## config.mk

```make
export PLATFORM = sky130hd
export DESIGN_NAME = sync_fwft_fifo
export DESIGN_NICKNAME = d
export VERILOG_FILES = /design/src/rtl/fifo_pkg.sv /design/src/rtl/fifo_wrap_ptr.sv /design/src/rtl/fifo_level.sv /design/src/rtl/fifo_ram.sv /design/src/rtl/sync_fwft_fifo.sv
export SDC_FILE = /design/constraint.sdc
export NUM_CORES = 1
export LEC_CHECK = 0
export ABC_AREA = 1
export BUFFER_PORTS_ARGS = -buffer_cell sky130_fd_sc_hd__clkbuf_2
export CAP_MARGIN = 5
export CELL_PAD_IN_SITES_DETAIL_PLACEMENT = 1
export CELL_PAD_IN_SITES_GLOBAL_PLACEMENT = 2
export CORE_MARGIN = 3
export CORE_UTILIZATION = 47
export DETAILED_ROUTE_END_ITERATION = 10
export GPL_ROUTABILITY_DRIVEN = 0
export GPL_TIMING_DRIVEN = 0
export PLACE_DENSITY = 0.93
export SYNTH_ARGS = -nofsm -noshare
export SYNTH_HDL_FRONTEND = slang
export SYNTH_HIERARCHICAL = 1
export SYNTH_SLANG_ARGS = --single-unit
```

## constraint.sdc

```tcl
create_clock -name clk -period 5.8 [get_ports clk]
set_input_delay 1.16 -clock clk [delete_from_list [all_inputs] [get_ports clk]]
set_output_delay 1.16 -clock clk [all_outputs]
set_load 0.01 [all_outputs]
```

## src/rtl/fifo_pkg.sv

```systemverilog
package fifo_pkg;

    typedef struct packed {
        logic full;
        logic empty;
        logic afull;
    } fifo_flag_t;

    function automatic int unsigned idx_width(input int unsigned n);
        return (n < 2) ? 1 : $clog2(n);
    endfunction

endpackage

```

## src/rtl/fifo_wrap_ptr.sv

```systemverilog
module fifo_wrap_ptr #(
    parameter int unsigned DEPTH = 100,
    localparam int unsigned AW = fifo_pkg::idx_width(DEPTH)
) (
    input  logic          clk,
    input  logic          rst,
    input  logic          adv,
    output logic [AW-1:0] idx
);
    localparam logic [AW-1:0] LAST = AW'(DEPTH - 1);

    typedef struct packed {
        logic [AW-1:0] idx;
    } ptr_state_t;

    ptr_state_t state_d, state_q;

    // Explicit compare against the last slot, so any depth works
    always_comb begin
        state_d = state_q;
        if (adv) begin
            if (state_q.idx == LAST)
                state_d.idx = '0;
            else
                state_d.idx = state_q.idx + 1'b1;
        end
    end

    always_ff @(posedge clk) begin
        if (rst)
            state_q <= '0;
        else
            state_q <= state_d;
    end

    assign idx = state_q.idx;
endmodule

```

## src/rtl/fifo_level.sv

```systemverilog
module fifo_level
    import fifo_pkg::*;
#(
    parameter int unsigned DEPTH        = 100,
    parameter int unsigned AFULL_MARGIN = 7
) (
    input  logic       clk,
    input  logic       rst,
    input  logic       wr_ok,
    input  logic       rd_ok,
    output fifo_flag_t flags
);
    localparam int unsigned CW = $clog2(DEPTH + 1);
    localparam int unsigned SW = $clog2(DEPTH + AFULL_MARGIN + 1);

    typedef struct packed {
        logic [CW-1:0] count;
        logic [SW-1:0] slack;   // occupancy plus margin, starts at the margin
        fifo_flag_t    flags;
    } level_state_t;

    level_state_t state_d, state_q;

    always_comb begin
        state_d = state_q;
        unique case ({wr_ok, rd_ok})
            2'b10: begin
                state_d.count = state_q.count + 1'b1;
                state_d.slack = state_q.slack + 1'b1;
            end
            2'b01: begin
                state_d.count = state_q.count - 1'b1;
                state_d.slack = state_q.slack - 1'b1;
            end
            default: ;
        endcase
        state_d.flags.empty = (state_d.count == '0);
        state_d.flags.full  = (state_d.count == CW'(DEPTH));
        state_d.flags.afull = (state_d.slack >= SW'(DEPTH));
    end

    always_ff @(posedge clk) begin
        if (rst) begin
            state_q.count       <= '0;
            state_q.slack       <= SW'(AFULL_MARGIN);
            state_q.flags.empty <= 1'b1;
            state_q.flags.full  <= 1'b0;
            state_q.flags.afull <= 1'b0;
        end else begin
            state_q <= state_d;
        end
    end

    assign flags = state_q.flags;
endmodule

```

## src/rtl/fifo_ram.sv

```systemverilog
module fifo_ram #(
    parameter int unsigned WIDTH = 8,
    parameter int unsigned DEPTH = 100,
    localparam int unsigned AW = fifo_pkg::idx_width(DEPTH)
) (
    input  logic             clk,
    input  logic             we,
    input  logic [AW-1:0]    waddr,
    input  logic [WIDTH-1:0] wdata,
    input  logic [AW-1:0]    raddr,
    output logic [WIDTH-1:0] rdata
);
    logic [WIDTH-1:0] mem [DEPTH];

    always_ff @(posedge clk) begin
        if (we)
            mem[waddr] <= wdata;
    end

    // Unregistered read port gives the fall-through head word
    assign rdata = mem[raddr];
endmodule

```

## src/rtl/sync_fwft_fifo.sv

```systemverilog
module sync_fwft_fifo
    import fifo_pkg::*;
#(
    parameter int unsigned WIDTH        = 8,
    parameter int unsigned DEPTH        = 100,
    parameter int unsigned AFULL_MARGIN = 7
) (
    input  logic             clk,
    input  logic             rst,
    input  logic             push,
    input  logic [WIDTH-1:0] wr_data,
    input  logic             pop,
    output logic [WIDTH-1:0] rd_data,
    output logic             not_full,
    output logic             not_empty,
    output logic             almost_full
);
    localparam int unsigned AW = idx_width(DEPTH);

    fifo_flag_t    flags;
    logic          wr_ok, rd_ok;
    logic [AW-1:0] wr_idx, rd_idx;

    assign wr_ok = push & ~flags.full;
    assign rd_ok = pop  & ~flags.empty;

    fifo_wrap_ptr #(.DEPTH(DEPTH)) u_wr_ptr (
        .clk (clk), .rst (rst), .adv (wr_ok), .idx (wr_idx)
    );

    fifo_wrap_ptr #(.DEPTH(DEPTH)) u_rd_ptr (
        .clk (clk), .rst (rst), .adv (rd_ok), .idx (rd_idx)
    );

    fifo_level #(.DEPTH(DEPTH), .AFULL_MARGIN(AFULL_MARGIN)) u_level (
        .clk (clk), .rst (rst), .wr_ok (wr_ok), .rd_ok (rd_ok), .flags (flags)
    );

    fifo_ram #(.WIDTH(WIDTH), .DEPTH(DEPTH)) u_ram (
        .clk   (clk),
        .we    (wr_ok),
        .waddr (wr_idx),
        .wdata (wr_data),
        .raddr (rd_idx),
        .rdata (rd_data)
    );

    assign not_full    = ~flags.full;
    assign not_empty   = ~flags.empty;
    assign almost_full = flags.afull;
endmodule

```

-- Word level (Yosys, flattened, before mapping)
Memory sizes are Yosys's and may differ from the RTL's. A register that Yosys moved wholly into a read port is not among the register bits.
Index checks and enable logic that the tools add are counted.
- bits in registers: 31
- memory bits (writable): 800
- latch bits: 0
- bits in read-only memories: 0
- memories kept: 1
- shifts and indexed selects: 0
- $add $sub $neg: 6
- div/mod/pow operators: 0
- reductions and logical operators: 1
- mux-type cells: 7
- multiply operators: 0
- eq/ne operators: 5
- order comparisons: 1
- bitwise gates (word level): 4
- memories (name ; words ; bits a word ; rd ports ; clocked after memory_dff ; wr ports ; line ; text):
    u_ram.mem ; 100 ; 8 ; 1 ; 1 ; 1 ; fifo_ram.sv:13 ; logic [WIDTH-1:0] mem [DEPTH];
- operators by type and width (kind ; count):
    adder 7 x 1 -> 7 bit, second input constant ; 4
    2-to-1 mux 7 bit ; 4
    case mux 14 bit (2 select lines) ; 1
    equality test 7 bit, second input constant ; 3
    subtractor 7 x 1 -> 7 bit, second input constant ; 2
    >= comparator 7 bit, second input constant ; 1
    logical NOT 7 bit ; 1
    AND 1 bit ; 2
    equality test 2 x 1 -> 1 bit, second input constant ; 1
    equality test 2 bit, second input constant ; 1
    2-to-1 mux 1 bit ; 2
    inverter 1 bit ; 2

-- Depth between registers and ports, before layout
- depth after elaboration: 5
- mapped depth: 21
- gate-level depth less buffers: 20

-- Cells and area by module
Netlist, hierarchy kept.
- by module, submodules not included (module ; instances ; cells each ; area an instance (um2)):
    fifo_ram ; 1 ; 2859 ; 33113.0
    fifo_level ; 1 ; 214 ; 1342.5
    fifo_wrap_ptr ; 2 ; 57 ; 392.9
    sync_fwft_fifo ; 1 ; 6 ; 27.5

-- Worst setup path after synthesis
No wires, ideal clock.
- path type: input to register
- from: in push
- to: mem u_ram.mem[57][0], enable pin
- setup slack: 2.689 ns
- arrival: 2.716 ns
- buffers on the path: 1
- cell stages on the path: 5
- cells stage by stage: inv_1 -> nor2_2 -> clkbuf_1 -> nand3_1 -> nor4_1
- word-level cells in the longest chain between the ends: 3
- RTL lines (item ; line ; text):
    from (decl) ; sync_fwft_fifo.sv:10 ; input logic push,
    AND 1 bit ; sync_fwft_fifo.sv:24 ; assign wr_ok = push & ~flags.full;
    via wr_ok ; sync_fwft_fifo.sv:21 ; logic wr_ok, rd_ok;
    2-to-1 mux 1 bit ; fifo_ram.sv:16 ; if (we)
    2-to-1 mux 1 bit (implied by the code) ; fifo_ram.sv:17 ; mem[waddr] <= wdata;
    to (decl) ; fifo_ram.sv:13 ;
The timed path passes the listed nets, and every way through them passes these cells.

==> out/metrics.csv <==
metric,value,unit
launching element type of the critical path,flip-flop,
sequential power share,0.462,
vias in the first global route,27600,
Seq cells post-synth,831,
sw frac,0.271,
M2 GR Usage,0.513,
internal cell power,0.0105,W
Post-CTS Setup Repair Bufs,0,
final number of max-transition violations,0,
CTS Hold Bufs,0,
Routed Antenna Nets,0,
gr ovfl total,0,
Die Wd,280,µm
worst-case clock skew,0.0213,ns
DR WL/cell,29.0,µm
DRC Markers,0,
setup ws final,0.789,ns
clk slew on worst S/H paths,0.05,ns
required time of the critical path,4.64,ns
r2r setup slk,2.27,ns
final setup vio count,0,
reg2reg end,u_ram/mem[82][2],
hold wc startpoint,u_level/state_q[4],
Comb pwr share,0.140,
synthesized area,35300,µm²
period utilization,0.864,
Leakage,14.7,nW
global-route wire length before repair,181,mm
Vias,26700,
initial antenna violation count,2,
Hold EP,u_level/state_q[4],
Hold Path Depth,2,
Post-Route WL,126,mm
Root Driver,clkbuf_16,
largest net degree at the start of global routing,89,
H-tree levels,3,
Fillers,7804,
met1 Track Usage GR,0.410,
Clk pwr share,0.399,
"EDFF count, synth",800,
met3 Use GR,0.0695,
Final Critical Period,5.01,ns
Inst Count DP,4185,
"Primary FF master, synth",edfxtp_1,
IO Count,23,
ys async rst share,0,
share of cells above drive strength 1,0.101,
TritonRoute pass-1 iters,7,
Layout Nets,3335,
Syn-to-layout area delta,12.8,%
count of different cell masters after synthesis,40,
Initial Util,0.479,
Hold Fails Final Rpt,0,
Iter 0 DRT Violations,3471,
CTS Buf Count,89,
FP Rows,99,
Synth Instances,3193,
grt peak-use layer,met2,
worst skew pair latency,0.65,ns
post-cts sizing count,0,
dominant cells by area after synthesis,"edfxtp_1 (68%), nand2_1 (12%), nand3_1 (9.5%), dfxtp_1 (1.8%), nor2_1 (1.5%)",
maximum vdd drop,213,µV
max_slew headroom,0.0534,
DP Worst Slack,1.65,ns
critical path start-end classification,reg2out,
FF-to-FF Start,u_level/flags[2],
worst r2r path cells,6,
Worst EP arrival,3.85,ns
cell taking the most area after synthesis,edfxtp_1,
Yosys top cell area share,0.681,
DIE HEIGHT,280,µm
Clock Path Buffers,3,
All-Layer GR Usage,0.320,
PD cells,362,nW/µm²
sequential area share after synthesis,0.699,
final core occ,0.540,
Sw Pwr,0.00390,W
CP Capture Type,output port,
Die Area,78400,µm²
"Max FO, Critical Path",11,
fin cells,4352,
Detail Placement HPWL,85.9,mm
I/O Buffers,22,
vias per cell,6.14,
CTS tree,done,
Highest Clock Rate,200,MHz
mean area per synthesized cell,11.0,µm²
core footprint,73700,µm²
setup TNS,0,ns
worst min path class,reg2reg,
Post-Syn Nets,3211,
RSZ-0062 raised after global routing,no,
CTS sink count,831,
status,completed,
Worst-Margin Slew,1.41,ns
Maximum Capacitance Violations,0,
Yosys warnings,6,
area by class of cell:
cell class	instances	area, µm²	share of cell area
flip-flops and latches	831	24600	0.620
multi-input cells	2062	9010	0.226
diodes	4	10.0	0.000252
clock inverters	57	534	0.0134
plain buffers	188	1210	0.0304
inverters	112	428	0.0108
clock buffers	106	2380	0.0597
repair buffers	33	370	0.00931
well taps	959	1200	0.0302
power groups by stage:
stage	clock network (W)	logic, W	registers [W]
2_1_floorplan	0	0.00109	0.00676
3_3_place_gp	0	0.00182	0.00678
3_5_place_dp	0	0.00192	0.00677
4_1_cts	0.00579	0.00195	0.00664
5_1_grt	0.00603	0.00212	0.00664
6_report	0.00574	0.00201	0.00664
cells in the final DEF (no fill, tap or decap), drive strengths merged:
cell type	instances
or2	4
bufinv	10
clkbuf	167
o21a	1
nor4	2
edfxtp	800
nand4	4
o21bai	1
diode	4
ha	6
nand3	669
clkinvlp	5
nor2	158
o211ai	3
xnor2	8
o221ai	2
dfxtp	31
buf	160
o21ai	20
xor2	5
nor3	13
a221o	6
a21boi	1
inv	114
nand2	1139
a21oi	20
clkinv	40
cell families (layout without fill, tap and decap cells):
group / count (synthesis) / in the layout / share of synthesized area
compound gates: 54 / 54 / 0.00926
xor+xnor: 13 / 13 / 0.00419
fa+ha+maj: 6 / 6 / 0.00213
buf+inv: 300 / 496 / 0.0464
flops: 831 / 831 / 0.699
other cells: 0 / 4 / 0
simple gates: 1989 / 1989 / 0.239
worst max-delay path by stage:
stage               cells past startpoint                to             from  slack [ns]
global route                           12        rd_data[7]  u_rd_ptr/idx[1]        0.77
finish                                 12        rd_data[7]  u_rd_ptr/idx[1]        0.79
detailed placement                      7  u_ram/mem[82][1]             push        1.65
global placement                        6  u_ram/mem[58][0]             push        1.13
CTS                                    12        rd_data[7]  u_rd_ptr/idx[1]        0.98
floorplan                               5  u_ram/mem[57][0]             push        2.69
stage by stage:
stage	power, W	area [µm²]	hold WS [ns]
5_1_grt	0.0148	39800	0.577
6_report	0.0144	39800	0.542
3_5_place_dp	0.00869	36900	0.528
2_1_floorplan	0.00785	35300	0.477
3_3_place_gp	0.00860	36600	0.493
4_1_cts	0.0144	39800	0.540
metal layers:
layer / part of all wire / vias up
li1: - / 11300
met1: 0.37 / 13500
met2: 0.46 / 1599
met3: 0.11 / 374
met4: 0.058 / 4
met5: 0.00056 / -
sequential cells by signal, summed over array words and instances (netlist names):
name	cells
u_level/flags	3
u_level/state_q	14
u_ram/mem	800
u_rd_ptr/idx	7
u_wr_ptr/idx	7
synth_stat cells, types with 2 or more instances:
cell      instances
buf_2            74
nand3_1         667
nand4_1           4
nand2_4           2
edfxtp_1        800
o211ai_1          3
ha_1              6
o21ai_1           5
o21ai_0          15
nand2_1        1134
buf_6            41
inv_1           107
nor2_4            3
nor3_1           11
a21oi_1          20
nand3_2           2
nor3_2            2
or2_2             3
inv_2             4
nor4_1            2
nor2_2           12
clkbuf_1         39
dfxtp_1          31
nor2_1          143
o221ai_1          2
nand2_2           3
xnor2_1           6
a221o_1           6
xor2_1            4
buf_4            23
buf_1            10
critical path, cell delays in order, from the launching register on:
cell and delay [ns]:
dfxtp_1 0.40, buf_2 0.47, buf_1 0.77, nand3_1 0.21, nand3_1 0.19, nand3_1 0.18, nand2_1 0.25, nand2_1 0.10
nand3_1 0.12, nand2_1 0.13, nand2_1 0.13, nand2_1 0.10, clkbuf_2 0.14
(Power assumes the default switching activity.)
